$ cat src/rtl/rmii_rx_pkg.sv
package rmii_rx_pkg;
  localparam int DIBIT_W = 2;
  typedef logic [DIBIT_W-1:0] dibit_t;
  localparam dibit_t RXD_IDLE  = 2'b00;
  localparam dibit_t RXD_FALSE = 2'b10;
endpackage

$ cat src/rtl/rmii_rate_timer.sv
module rmii_rate_timer #(
  parameter int SLOW_DIV = 10
) (
  input  logic clk,
  input  logic rst_n,
  input  logic fast_i,
  output logic tick_o
);
  localparam int CW = (SLOW_DIV > 1) ? $clog2(SLOW_DIV) : 1;
  localparam logic [CW-1:0] LAST = CW'(SLOW_DIV - 1);

  logic [CW-1:0] cnt_q;

  always_ff @(posedge clk or negedge rst_n) begin
    if (!rst_n)            cnt_q <= '0;
    else if (cnt_q == LAST) cnt_q <= '0;
    else                   cnt_q <= cnt_q + 1'b1;
  end

  assign tick_o = fast_i || (cnt_q == LAST);
endmodule

$ cat src/rtl/rmii_dibit_shifter.sv
module rmii_dibit_shifter
  import rmii_rx_pkg::*;
#(
  parameter int BYTE_W = 8
) (
  input  logic              clk,
  input  logic              rst_n,
  input  logic              tick_i,
  input  logic              hold_i,
  input  logic [BYTE_W-1:0] byte_i,
  input  logic              byte_valid_i,
  output logic              byte_take_o,
  output logic              nxt_data_o,
  output logic              nxt_odd_o,
  output logic              left_zero_o,
  output dibit_t            rxd_o
);
  localparam int NDIB = BYTE_W / DIBIT_W;
  localparam int LW   = $clog2(NDIB + 1);
  localparam int IW   = (NDIB > 1) ? $clog2(NDIB) : 1;

  logic [BYTE_W-1:0] sh_q;
  logic [LW-1:0]     left_q;
  logic [IW-1:0]     idx_q;
  logic [IW-1:0]     idx_inc;

  assign idx_inc     = idx_q + 1'b1;
  assign left_zero_o = (left_q == '0);
  assign byte_take_o = tick_i && left_zero_o && !hold_i;
  assign nxt_data_o  = !hold_i && (!left_zero_o || byte_valid_i);
  assign nxt_odd_o   = !left_zero_o && idx_inc[0];

  always_ff @(posedge clk or negedge rst_n) begin
    if (!rst_n) begin
      sh_q   <= '0;
      left_q <= '0;
      idx_q  <= '0;
      rxd_o  <= RXD_IDLE;
    end else if (tick_i) begin
      if (hold_i) begin
        rxd_o <= RXD_FALSE;
      end else if (!left_zero_o) begin
        rxd_o  <= sh_q[DIBIT_W-1:0];
        sh_q   <= sh_q >> DIBIT_W;
        left_q <= left_q - 1'b1;
        idx_q  <= idx_inc;
      end else if (byte_valid_i) begin
        rxd_o  <= byte_i[DIBIT_W-1:0];
        sh_q   <= byte_i >> DIBIT_W;
        left_q <= LW'(NDIB - 1);
        idx_q  <= '0;
      end else begin
        rxd_o <= RXD_IDLE;
        idx_q <= '0;
      end
    end
  end
endmodule

$ cat src/rtl/rmii_crs_gen.sv
module rmii_crs_gen (
  input  logic clk,
  input  logic rst_n,
  input  logic carrier_i,
  input  logic tick_i,
  input  logic nxt_data_i,
  input  logic nxt_odd_i,
  output logic crs_dv_o
);
  always_ff @(posedge clk or negedge rst_n) begin
    if (!rst_n)         crs_dv_o <= 1'b0;
    else if (carrier_i) crs_dv_o <= 1'b1;
    else if (tick_i)    crs_dv_o <= nxt_data_i && nxt_odd_i;
  end
endmodule

$ cat src/rtl/rmii_rx_formatter.sv
module rmii_rx_formatter
  import rmii_rx_pkg::*;
#(
  parameter int BYTE_W   = 8,
  parameter int SLOW_DIV = 10
) (
  input  logic              clk,
  input  logic              rst_n,
  input  logic              carrier_i,
  input  logic              false_carrier_i,
  input  logic              speed_100_i,
  input  logic [BYTE_W-1:0] byte_data_i,
  input  logic              byte_valid_i,
  output logic              byte_ready_o,
  output logic [1:0]        rxd_o,
  output logic              crs_dv_o
);
  logic tick;
  logic hold;
  logic nxt_data;
  logic nxt_odd;
  logic left_zero;
  dibit_t rxd_w;

  assign hold  = carrier_i && false_carrier_i;
  assign rxd_o = rxd_w;

  rmii_rate_timer #(.SLOW_DIV(SLOW_DIV)) u_timer (
    .clk    (clk),
    .rst_n  (rst_n),
    .fast_i (speed_100_i),
    .tick_o (tick)
  );

  rmii_dibit_shifter #(.BYTE_W(BYTE_W)) u_shift (
    .clk          (clk),
    .rst_n        (rst_n),
    .tick_i       (tick),
    .hold_i       (hold),
    .byte_i       (byte_data_i),
    .byte_valid_i (byte_valid_i),
    .byte_take_o  (byte_ready_o),
    .nxt_data_o   (nxt_data),
    .nxt_odd_o    (nxt_odd),
    .left_zero_o  (left_zero),
    .rxd_o        (rxd_w)
  );

  rmii_crs_gen u_crs (
    .clk        (clk),
    .rst_n      (rst_n),
    .carrier_i  (carrier_i),
    .tick_i     (tick),
    .nxt_data_i (nxt_data),
    .nxt_odd_i  (nxt_odd),
    .crs_dv_o   (crs_dv_o)
  );
endmodule

$ cat config.mk
export PLATFORM = sky130hd
export DESIGN_NAME = rmii_rx_formatter
export DESIGN_NICKNAME = d
export VERILOG_FILES = /design/src/rtl/rmii_rx_pkg.sv /design/src/rtl/rmii_rate_timer.sv /design/src/rtl/rmii_dibit_shifter.sv /design/src/rtl/rmii_crs_gen.sv /design/src/rtl/rmii_rx_formatter.sv
export SDC_FILE = /design/constraint.sdc
export NUM_CORES = 1
export LEC_CHECK = 0
export ABC_CLOCK_PERIOD_IN_PS = 2300
export BUFFER_PORTS_ARGS = -buffer_cell sky130_fd_sc_hd__buf_4
export CAP_MARGIN = 25
export CORE_MARGIN = 2
export CORE_UTILIZATION = 52
export CTS_BUF_LIST = sky130_fd_sc_hd__clkbuf_8 sky130_fd_sc_hd__clkbuf_16
export DETAILED_ROUTE_END_ITERATION = 6
export GPL_ROUTABILITY_DRIVEN = 0
export PLACE_DENSITY = 0.76
export SYNTH_ARGS = -nofsm -noshare
export SYNTH_HDL_FRONTEND = slang
export SYNTH_SLANG_ARGS = --single-unit
$ cat constraint.sdc
create_clock -name clk -period 2.3 [get_ports clk]
set_input_delay 0.115 -clock clk [delete_from_list [all_inputs] [get_ports clk]]
set_output_delay 0.115 -clock clk [all_outputs]
set_load 0.02 [all_outputs]
Word level (Yosys, flattened, before mapping)
Cells that the tools add are included.
Widths: inputs -> output; s select.
Word-level totals
  register bits: 20
  input bits: 14
  output and inout bits: 4
  word-level logic and storage cells: 37
Operators by class
  add/sub/neg operators: 3
  eq/ne operators: 2
  mux-type cells: 11
  bitwise logic cells: 1
  reduce and logical (&&, ||, !) cells: 14
Operators by type and width (count)
  $mux 8: 2
  $mux 2: 4
  $logic_and 1x1->1: 6
  $mux 3: 2
  $add 4x1->4 const B: 1
  $eq 4x4->1 const B: 1
  $mux 4: 1
  $logic_not 3->1: 1
  $reduce_and 3->1: 1
  $sub 3x1->3 const B: 1
  $add 2x1->2 const B: 1
  $logic_not 1->1: 2
  $logic_or 1x1->1: 2
  $mux 1: 2
  $ne 2x2->1 const B: 1
  $reduce_and 2->1: 1
  $reduce_bool 2->1: 1
  $not 1->1: 1

Logic depth before layout (Yosys ltp)
Gate-level depths: netlist of the first run.
  depth after elaboration: 7
  mapped depth: 6
  mapped depth without buffers: 5

By module
A second synthesis of the first run with hierarchy kept.
Unflattened totals
  cells, all modules: 72
  area, all modules: 825.8 sq um
By module, submodules not included
  rmii_dibit_shifter: instances 1, cells each 53, area an instance 606.8 sq um, seq. area each 300.3 sq um
  rmii_rate_timer: instances 1, cells each 15, area an instance 171.4 sq um, seq. area each 100.1 sq um
  rmii_crs_gen: instances 1, cells each 3, area an instance 41.3 sq um, seq. area each 25.0 sq um
  rmii_rx_formatter: instances 1, cells each 1, area an instance 6.3 sq um, seq. area each 0.0 sq um

Least setup slack after synthesis of the first run
OpenSTA, ideal clock, no wires.
  path type: reg2reg
  from: register u_shift.left_q[0]
  to: register u_shift.sh_q[1]
  setup time: 0.125 ns
  arrival: 1.558 ns
  data required time: 2.175 ns
  slack: 0.617 ns
  cell stages (with the launch flop): 7
  path buffers: 1
  period minus slack after synthesis: 1.683 ns
  path through: dfrtp_1 inv_1 ha_1 or2b_1 o221a_4 buf_6 mux2_4
Between the ends
  word-level cells in the longest chain between the ends: 3
  elaborated cells between the ends (all ways): 4
  those cells by class: eq/ne (1); mux (1); reduce/logical (2)
RTL lines
  from (decl): RTL line rmii_dibit_shifter.sv:23  | logic [LW-1:0] left_q;
  from (signal assigned): RTL line rmii_dibit_shifter.sv:45  | left_q <= left_q - 1'b1;
  from (signal assigned): RTL line rmii_dibit_shifter.sv:50  | left_q <= LW'(NDIB - 1);
  $logic_not 3->1 (*): RTL line rmii_dibit_shifter.sv:28  | assign left_zero_o = (left_q == '0);
  $ne 2x2->1 (no line)
  $reduce_and 3->1 (no line)
  to (signal assigned): RTL line rmii_dibit_shifter.sv:44  | sh_q <= sh_q >> DIBIT_W;
  to (signal assigned): RTL line rmii_dibit_shifter.sv:49  | sh_q <= byte_i >> DIBIT_W;
  to (decl): RTL line rmii_dibit_shifter.sv:22  | logic [BYTE_W-1:0] sh_q;
Mark *: on every way between the ends. The rest lies on a longest branch, timed or not.
A chain may end at the register's enable or synchronous reset.

Worst setup path after layout of the first run
  from: register u_shift.left_q[0]
  to: register u_shift.sh_q[3]
Same word-level chain as after synthesis.

==> key figures, run 1 <==
Run status
  • Outcome: complete, no violations

Finish
  • Core Util, Final: 69.56%
  • Most common cell after layout, fill and taps aside: buf_4
  • Most frequent cells in the layout: buf_4, dfrtp_1, inv_1, mux2_2
  • Final instance area: 1072 µm²
  • Fin cells: 111
  • Storage cell area: 425.4 µm²
  • Multi-input logic area: 409.1 µm²
  • Fill cells: 124
  • Layout Nets: 112
  • Diodes inserted: 0
  • Area Overhead vs Synth: 21.39%
  • Layout cells sized above 1: 38.95%

CTS
  • Clk Latency, worst-skew pair: 0.25 ns
  • Clock Pin Slew Worst Setup and Hold Paths: 0.07 ns
  • Inserted Clock Buffers: 3
  • Longest Clk Path Bufs: 2
  • CTS root buffer: clkbuf_8
  • CTS tree: yes
  • Clock Sinks: 17
  • CTS H-tree depth: 1

Global routing
  • Vias in the first global route: 577
  • Gr ovfl total: 0
  • Largest net degree at the start of global routing: 18
  • Initial antenna violation count: 0
  • GR Util All Layers: 18.41%
  • Global-route wire length before repair: 2.594 mm

Critical path
  • Reg-to-reg setup timing slack: 0.56 ns
  • Worst endpoint required time: 2.44 ns
  • CP Capture Type: register
  • CP Launch Point: u_shift.left_q[0]
  • Worst setup path endpoint: u_shift.sh_q[3]
  • CP Depth: 6
  • RR Startpoint: u_shift.left_q[0]
  • Buf+Inv Stages, Crit Path: 2
  • Critical path peak fanout: 7
  • Data arrival, critical path: 1.88 ns
  • Nature of the critical path startpoint: register
  • Crit path cell chain: inv_1, ha_1, nor2b_1, buf_4, mux2_2, mux2_4
  • Worst path max stage delay: 0.39 ns
  • CP max stage cell: dfrtp_1
  • FF-to-FF path depth: 6
  • Worst r2r dst: u_shift.sh_q[3]
  • Setup Crit Path Kind: register to register
  • Delay-heaviest family, CP: multiplexers

STA
  • Peak Freq: 0.5731 GHz
  • Crit path time final: 1.745 ns
  • Final setup viols: 0
  • Post-route setup TNS: 0 ns
  • Final WS setup: 0.5552 ns
  • Final hold vios: 0
  • Skew final: 0.002645 ns
  • RSZ-0062 raised after global routing: false
  • Least-Margin Pin Slew: 0.2541 ns
  • Final Slew Violations: 0
  • Final hold slack: 0.06067 ns
  • Fin crit share: 75.86%
  • Max-slew headroom: 83.06%

Placement
  • Post-detail-place hpwl: 1.153 mm
  • Post-Place Worst Slack: 0.5717 ns
  • Dpl cell area: 1016 µm²
  • I/O Buffers: 17
  • Placed cell count: 106

Floorplanning
  • Die area: 2044 µm²
  • Core area: 1541 µm²
  • IO Pins: 18
  • Row count: 14
  • Initial Util: 57.31%
  • Die height: 45.22 µm
  • Die Wd: 45.22 µm

Pwr
  • Total power: 1.027 mW
  • PwrDens: 957.8 nW/µm²
  • Max rail drop VDD: 667.6 µV
  • Static Leak: 0.5266 nW

Routing
  • DR WL/cell: 14.03 µm
  • DRT iter0 DRCs: 10
  • Antenna-violating nets left: 0
  • Drt pass-1 iters: 4
  • Routed vias: 610
  • DR DRC count: 0
  • Total wire length: 1.557 mm
  • Vias per cell: 5.495

Min path
  • Hold_sp: carrier_i
  • Hold WC Path Type: input pin to register

Yosys
  • Seq cells post-synth: 17
  • Synth Warn #: 0
  • Cells after synthesis: 74
  • Mapped Nets: 90
  • Post-synth cell types: 29
  • Post-synthesis sequential area ratio: 48.16%
  • Mapped Avg Cell Area: 11.94 µm²
  • Mapped Area: 883.3 µm²

Flow run
  • MaxCap Viol Count: 0
==> final cells by class <==
class | instances | area share [%]
clock inverter | 1 | 0.4667
clock buffer | 3 | 3.851
timing repair buffer | 19 | 13.54
multi-input combinational | 48 | 38.16
inverter | 7 | 2.450
tap | 16 | 1.867
sequential | 17 | 39.67
==> where the power goes <==
part	switching [mW]	leakage (nW)	internal, mW
sequential	0.0439	0.210	0.382
clock	0.103	0.0255	0.120
combinational	0.169	0.291	0.209
==> kinds of logic (layout without fill, tap and decap cells) <==
| logic type | after synthesis | after routing | synth area share (%) |
|---|---|---|---|
| buffers and inverters | 9 | 30 | 5.524 |
| adder cells (fa/ha/maj) | 2 | 2 | 2.832 |
| AO/OA/AOI/OAI | 13 | 13 | 12.04 |
| AND/OR/NAND/NOR | 18 | 18 | 12.04 |
| multiplexers | 14 | 14 | 18.41 |
| XOR/XNOR | 1 | 1 | 0.9917 |
| flip-flops | 17 | 17 | 48.16 |
==> how the worst min path moves through the flow <==
stage	end	slack [ns]	cells after the start
after global routing	u_crs.crs_dv_o	0.06	2
after global placement	u_shift.sh_q[5]	-0.01	1
final	u_crs.crs_dv_o	0.06	2
after CTS	u_crs.crs_dv_o	0.06	2
after floorplan	u_crs.crs_dv_o	-0.18	0
after detailed placement	u_shift.sh_q[5]	-0.01	1
==> per-layer routing <==
metal  vias up  track usage (%)  wire length (µm)
met5         -                0                 0
met4         0            8.824                39
met3         5            6.400               100
met2        16            25.43               657
met1       285            25.64               759
li1        304                -                 -
==> flip-flops by register name, indices dropped and copies added (netlist names) <==
signal          flops
u_shift.idx_q       1
u_shift.left_q      3
u_crs.crs_dv_o      1
u_shift.sh_q        6
u_timer.cnt_q       4
u_shift.rxd_o       2
==> worst register-to-register path, cell delays in order, from the launching register on <==
cell	delay (ns)
dfrtp_1	0.39
inv_1	0.08
ha_1	0.19
nor2b_1	0.19
buf_4	0.19
mux2_2	0.34
mux2_4	0.25
==> what timing repair did <==
action	in CTS	in global routing
hold endpoints to repair	17	0
hold buffers	1	0
gates resized for setup	0	0
buffers inserted	0	0
==> Yosys cell counts <==
cell,instances,area [µm²]
nor2_1,3,11.26
and4bb_4,1,16.27
o21ai_2,1,8.760
o21ai_0,1,5.000
nor2b_1,1,6.260
a22o_1,1,8.760
o22ai_1,2,12.51
a211o_1,1,8.760
o211ai_1,1,7.510
a31o_2,1,8.760
nand2_1,5,18.77
a21oi_1,2,10.01
mux2i_1,5,50.05
o221a_4,1,20.02
ha_1,2,25.02
nor3_1,1,5.000
buf_6,2,22.52
xnor2_1,1,8.760
nor3b_1,2,15.01
or2b_1,1,7.510
and4b_1,1,10.01
inv_1,7,26.28
o22a_2,1,10.01
mux2_4,3,45.04
dfrtp_1,17,425.4
mux2_2,6,67.56
a31oi_1,1,6.260
nand3_1,2,10.01
or2_2,1,6.260
Note: power is estimated with default switching activity, not from simulation.
==> run 2, diff against run 1 <==
Settings changed: ABC_AREA set to 1, ABC_CLOCK_PERIOD_IN_PS 2300 to 1700.
Clock period 2.3 ns to 1.7 ns, I/O delays scaled along.
==> run 2 against run 1 <==
Cell area is 1.1% higher. Sequential cell count did not move. Via count rose by 26%. Largest cell class unchanged. Utilization down 4.7 points. Worst hold slack better by 0.047 ns. Critical path depth is 1 lower. Clock skew is 0.0011 ns lower. Count of clock-buffer cells in the layout stayed put. Global-route usage decreased by 0.99 points. Combinational power increased by 64%. Area after synthesis rose by 1.8%.
==> key figures, run 2 <==
Yosys
  • Post-synth cell types: 16 (-45%)
  • Post-synth top area share: 47.29% (-0.87 points)
  • Post-synthesis sequential area ratio: 47.29% (-0.87 points)
  • Synth Warn #: 0 (unchanged)
  • Post-synth EDFFs: 0 (unchanged)
  • Mapped Nets: 135 (+50%)
  • Largest cells by area after synthesis: dfrtp_1, nand2_1, nand3_1, inv_1, nor2_1
  • Seq cells post-synth: 17 (unchanged)
  • Synth Flop Type: dfrtp_1
  • Mapped Avg Cell Area: 7.560 µm² (-37%)
  • Post-synthesis async set-or-reset flop share: 100.0% (unchanged)
  • Commonest cells post-synth: nand2_1, dfrtp_1, nand3_1, inv_1, nor2_1
  • Cell accounting for the most synthesized area: dfrtp_1
  • Most common cell in the netlist: nand2_1
  • Mapped Area: 899.6 µm² (+1.8%)
  • Cells after synthesis: 119 (+61%)

Global routing
  • Global-route wire length before repair: 2.670 mm (+2.9%)
  • Vias in the first global route: 662 (+15%)
  • Largest net degree at the start of global routing: 18 (unchanged)
  • Initial antenna violation count: 0 (unchanged)
  • Gr ovfl total: 0 (unchanged)
  • GR Util All Layers: 17.42% (-0.99 points)

Floorplanning
  • Core area: 1670 µm² (+8.4%)
  • Die Wd: 45.60 µm (+0.84%)
  • Die area: 2079 µm² (+1.7%)
  • Row count: 15 (+1)
  • Initial Util: 53.86% (-3.4 points)
  • IO Pins: 18 (unchanged)
  • Die height: 45.60 µm (+0.84%)

Pwr
  • Max rail drop VDD: 702.8 µV (+5.3%)
  • PwrDens: 1385 nW/µm² (+45%)
  • Static Leak: 0.6336 nW (+20%)

Critical path
  • Worst setup path endpoint: byte_ready_o
  • Reg-to-reg setup timing slack: 0.32 ns (-0.24 ns)
  • RR Startpoint: u_shift.left_q[0]
  • Data arrival, critical path: 1.44 ns (-0.44 ns)
  • CP Launch Point: u_shift.left_q[0]
  • CP Capture Type: output port
  • Worst r2r dst: u_shift.sh_q[2]
  • Critical path peak fanout: 9 (+2)
  • Setup Crit Path Kind: register to output port
  • FF-to-FF path depth: 8 (+2)
  • Worst endpoint required time: 1.62 ns (-0.82 ns)
  • Nature of the critical path startpoint: register

Run status
  • Outcome: complete, no violations

Routing
  • Total wire length: 1.618 mm (+3.9%)
  • DR DRC count: 0 (unchanged)
  • DRT iter0 DRCs: 11 (+1)
  • Antenna-violating nets left: 0 (unchanged)
  • DR WL/cell: 10.31 µm (-27%)
  • Vias per cell: 4.898 (-11%)
  • Drt pass-1 iters: 4 (unchanged)
  • Routed vias: 769 (+26%)

CTS
  • Clock Sinks: 17 (unchanged)
  • CTS root buffer: clkbuf_8
  • Inserted Clock Buffers: 3 (unchanged)
  • Clock Pin Slew Worst Setup and Hold Paths: 0.06 ns (about the same)
  • Longest Clk Path Bufs: 2 (unchanged)
  • Clk Latency, worst-skew pair: 0.24 ns (about the same)
  • CTS tree: yes
  • CTS H-tree depth: 1 (unchanged)
  • Post-CTS setup buffers: 0 (unchanged)

STA
  • Skew final: 0.001507 ns (-0.001138 ns)
  • Final Slew Violations: 0 (unchanged)
  • Peak Freq: 0.6550 GHz
  • Final setup viols: 0 (unchanged)
  • RSZ-0062 raised after global routing: false
  • Max-slew headroom: 75.67% (-7.4 points)
  • Crit path time final: 1.527 ns
  • Final hold vios: 0 (unchanged)
  • Post-route setup TNS: 0 ns (unchanged)
  • Least-Margin Pin Slew: 0.3646 ns (+0.1105 ns)
  • Fin crit share: 89.81%

Finish
  • Area Overhead vs Synth: 20.45%
  • Final instance area: 1084 µm² (+1.1%)
  • Layout Nets: 157 (+40%)
  • Biggest regs: u_shift.sh_q: 6 flops, u_timer.cnt_q: 4 flops, u_shift.left_q: 3 flops
  • Layout cells sized above 1: 19.29% (-20 points)
  • Reg with most FFs: u_shift.sh_q
  • Most frequent cells in the layout: nand2_1, buf_4, dfrtp_1, nand3_1, inv_1
  • Most common cell after layout, fill and taps aside: nand2_1
  • Max reg flops: 6 (unchanged)
  • Diodes inserted: 0 (unchanged)

Min path
  • Worst Hold Depth: 5 (+3)
  • Hold WC Path Type: input pin to register

Placement
  • Post-detail-place hpwl: 1.233 mm (+6.9%)
  • I/O Buffers: 17 (unchanged)
  • Dpl cell area: 1028 µm² (+1.2%)

Flow run
  • MaxCap Viol Count: 0 (unchanged)
[run 2: critical path: stages, from the launching register on]
cell	delay [ns]
dfrtp_1	0.39
inv_1	0.08
ha_1	0.18
nand2_1	0.22
nor2_1	0.18
buf_4	0.15
[run 2: repair_timing]
action	4_1_cts	5_1_grt
resized for setup	0	0
endpoints found under the hold margin	17	0
hold buffers	1	0
[run 2: power by group]
group	internal, mW	total [mW]	leakage, nW	switching, mW
Clock	0.159	0.278	0.0269	0.118
Combinational	0.247	0.620	0.395	0.373
Sequential	0.530	0.603	0.212	0.0729
Total	0.936	1.50	0.634	0.564
[run 2: per-stage QoR]
stage	std cells	worst slack (ns)	power, mW	hold slack, ns	util (%)
global route	157	0.01334	1.643	0.1372	64.87
CTS	157	0.1535	1.524	0.1078	64.87
floorplan	119	0.4999	1.046	-0.2106	-
detailed placement	152	0.3137	1.232	-0.03802	61.57
finish	157	0.1732	1.501	0.1079	64.87
global placement	152	0.3413	1.213	-0.04056	61.57
[run 2: final cells by class]
cell class / count / area (µm²)
fill: 154 / 586.8
sequential: 17 / 425.4
multi-input combinational: 88 / 405.4
timing repair buffer: 18 / 137.6
inverter: 13 / 48.80
clock buffer: 3 / 41.29
tap: 17 / 21.27
clock inverter: 1 / 3.754
[run 2: cells by family (layout without fill, tap and decap cells)]
| logic type | Yosys count | count (layout) | synth area share (%) |
|---|---|---|---|
| AOI/OAI and AO/OA | 5 | 5 | 3.338 |
| DFF | 17 | 17 | 47.29 |
| buffers and inverters | 14 | 35 | 7.650 |
| and+or+nand+nor | 81 | 81 | 38.94 |
| adders and majority gates | 2 | 2 | 2.781 |
[run 2: routing by layer]
metal,GRT usage [%],wire length [µm]
met4,3.529,0
met1,24.06,834
met3,2.381,71
met5,0,0
met2,29.01,712
[run 2: worst min-delay path by stage]
stage | endpoint | start
after floorplan | u_crs.crs_dv_o | rst_n
after global placement | u_timer.cnt_q[2] | rst_n
after detailed placement | u_timer.cnt_q[3] | rst_n
after CTS | u_crs.crs_dv_o | carrier_i
after global routing | u_crs.crs_dv_o | carrier_i
final | u_crs.crs_dv_o | carrier_i
==> run 3, diff against run 2 <==
Settings changed: CELL_PAD_IN_SITES_DETAIL_PLACEMENT set to 0, CELL_PAD_IN_SITES_GLOBAL_PLACEMENT set to 1, CORE_UTILIZATION 52 to 38, PLACE_DENSITY 0.76 to unset, PLACE_DENSITY_LB_ADDON set to 0.1.
==> run 3 against run 2 <==
Non-clock buffer count unchanged. Register-to-register slack got worse by 0.03 ns. Fmax increased by 0.18%. Wire length increased by 11%. Global-route usage decreased by 1.6 points. Highest routed layer is now met4.
==> key figures, run 3 (same netlist as run 2, synthesis figures left out) <==
Run status
  • Outcome: complete, no violations

Floorplanning
  • Die area: 2773 µm² (+33%)
  • Core area: 2233 µm² (+34%)
  • IO Pins: 18 (unchanged)
  • Die Wd: 52.66 µm (+15%)
  • Die height: 52.66 µm (+15%)
  • Initial Util: 40.28% (-14 points)
  • Row count: 17 (+2)

STA
  • RSZ-0062 raised after global routing: false
  • Final hold slack: 0.1004 ns (-0.007482 ns)
  • Skew final: 0.001389 ns (-0.0001177 ns)
  • Least-Margin Pin Slew: 0.3798 ns (+0.01519 ns)
  • Crit path time final: 1.524 ns (-0.002722 ns)
  • Peak Freq: 0.6561 GHz (+0.18%)
  • Final hold vios: 0 (unchanged)
  • Fin crit share: 89.65% (-0.16 points)
  • Post-route setup TNS: 0 ns (unchanged)
  • Final setup viols: 0 (unchanged)
  • Final Slew Violations: 0 (unchanged)
  • Max-slew headroom: 74.65% (-1.0 points)

Routing
  • Top Metal Used: met4
  • Wl on met1: 817 µm (-2.0%)
  • Vias per cell: 4.714 (-3.8%)
  • DRT iter0 DRCs: 14 (+3)
  • DR WL met2: 837 µm (+18%)
  • Total wire length: 1.791 mm (+11%)
  • Routed vias: 792 (+3.0%)
  • Drt pass-1 iters: 4 (unchanged)
  • DR DRC count: 0 (unchanged)
  • Metal3 WL: 114 µm (+61%)
  • DR WL/cell: 10.66 µm (+3.4%)
  • Antenna-violating nets left: 0 (unchanged)

Min path
  • Hold_sp: carrier_i
  • Worst Hold Endpoint: u_crs.crs_dv_o
  • Hold WC Path Type: input pin to register
  • Worst Hold Depth: 5 (unchanged)

Critical path
  • CP max stage cell: dfrtp_1
  • FF-to-FF path depth: 7 (-1)
  • Crit path cell chain: inv_1, ha_1, nand2_1, nor2_1, buf_4
  • Reg-to-reg setup timing slack: 0.29 ns (-0.03 ns)
  • Worst endpoint required time: 1.62 ns (about the same)
  • RR Startpoint: u_shift.left_q[0]
  • Critical path peak fanout: 9 (unchanged)
  • CP Capture Type: output port
  • Worst path max stage delay: 0.39 ns (about the same)
  • Worst r2r dst: u_shift.sh_q[5]
  • Data arrival, critical path: 1.44 ns (about the same)
  • Nature of the critical path startpoint: register
  • Setup Crit Path Kind: register to output port

Finish
  • Fill cells: 244 (+58%)
  • Final instance area: 1097 µm² (+1.3%)
  • Biggest regs: u_shift.sh_q: 6 flops, u_timer.cnt_q: 4 flops, u_shift.left_q: 3 flops
  • Area Overhead vs Synth: 21.97%
  • Diodes inserted: 0 (unchanged)
  • Layout cells sized above 1: 19.29% (unchanged)
  • Most common cell after layout, fill and taps aside: nand2_1
  • Reg with most FFs: u_shift.sh_q
  • Layout Nets: 157 (unchanged)
  • Core Util, Final: 49.13% (-16 points)
  • Most frequent cells in the layout: nand2_1, buf_4, dfrtp_1, nand3_1, inv_1
  • Max reg flops: 6 (unchanged)

CTS
  • Longest Clk Path Bufs: 2 (unchanged)
  • Post_cts resized: 0 (unchanged)
  • Clock Pin Slew Worst Setup and Hold Paths: 0.06 ns (about the same)
  • CTS root buffer: clkbuf_8
  • Clock Sinks: 17 (unchanged)
  • Inserted Clock Buffers: 3 (unchanged)
  • CTS tree: yes
  • CTS H-tree depth: 1 (unchanged)
  • Clk Latency, worst-skew pair: 0.25 ns (about the same)

Global routing
  • Initial antenna violation count: 0 (unchanged)
  • GR Util All Layers: 15.85% (-1.6 points)
  • Vias in the first global route: 746 (+13%)
  • Global-route wire length before repair: 3.180 mm (+19%)
  • Gr ovfl total: 0 (unchanged)
  • Largest net degree at the start of global routing: 18 (unchanged)

Placement
  • Dpl cell area: 1042 µm² (+1.3%)
  • I/O Buffers: 17 (unchanged)
  • Post-detail-place hpwl: 1.263 mm (+2.5%)

Pwr
  • Total power: 1.524 mW (+1.6%)
  • Static Leak: 0.6336 nW (unchanged)
  • Max rail drop VDD: 669.4 µV (-4.7%)
  • PwrDens: 1389 nW/µm² (+0.29%)

Flow run
  • MaxCap Viol Count: 0 (unchanged)
==> run 3: cell counts in the layout (fill, tap and decap cells not counted) <==
No cell type changed its count.
==> run 3: layout make-up <==
cell class	instances	area [µm²]	share of cell area, %
Tap cell	28	35.03	3.193
Timing Repair Buffer	18	137.6	12.54
Sequential cell	17	425.4	38.77
Clock inverter	1	3.754	0.3421
Multi-Input combinational cell	88	405.4	36.94
Inverter	13	48.80	4.447
Clock buffer	3	41.29	3.763
==> run 3: how the worst max path moves through the flow <==
| stage | startpoint | cells past startpoint | slack [ns] | endpoint |
|---|---|---|---|---|
| after floorplan | u_shift.left_q[0] | 7 | 0.50 | u_shift.sh_q[4] |
| after global placement | u_shift.left_q[0] | 7 | 0.30 | u_shift.sh_q[5] |
| after detailed placement | u_shift.left_q[0] | 7 | 0.30 | u_shift.sh_q[5] |
| after CTS | u_timer.cnt_q[2] | 6 | 0.14 | byte_ready_o |
| after global routing | u_timer.cnt_q[2] | 6 | 0.02 | byte_ready_o |
| final | u_shift.left_q[0] | 5 | 0.18 | byte_ready_o |
==> run 3: per-layer routing <==
layer / global-route usage [%] / vias up
met5: 0 / -
met4: 6.410 / 0
met3: 3.429 / 2
met2: 25.83 / 28
met1: 20.18 / 349
li1: - / 413
==> run 3: per-stage QoR <==
step	setup WS, ns	instances
detailed placement	0.2958	163
finish	0.1759	168
global route	0.02069	168
global placement	0.3019	163
CTS	0.1440	168
floorplan	0.4999	119
==> run 3: repair_timing <==
item                                   4_1_cts  5_1_grt
setup buffers                                0        0
endpoints found under the hold margin       17        0
hold buffers                                 1        0
==> run 3: worst max-delay path, delay by kind of cell (launching register included) <==
family	cells	cell delay [ns]
buffers and inverters	2	0.23
adder cells (fa/ha/maj)	1	0.18
AND/OR/NAND/NOR	2	0.38
flip-flops	1	0.39
==> run 3: power breakdown <==
part / switching (mW) / internal (mW) / leakage, nW
Sequential: 0.0745 / 0.530 / 0.212
Combinational: 0.376 / 0.249 / 0.395
Clock: 0.135 / 0.160 / 0.0269
Total: 0.585 / 0.939 / 0.634
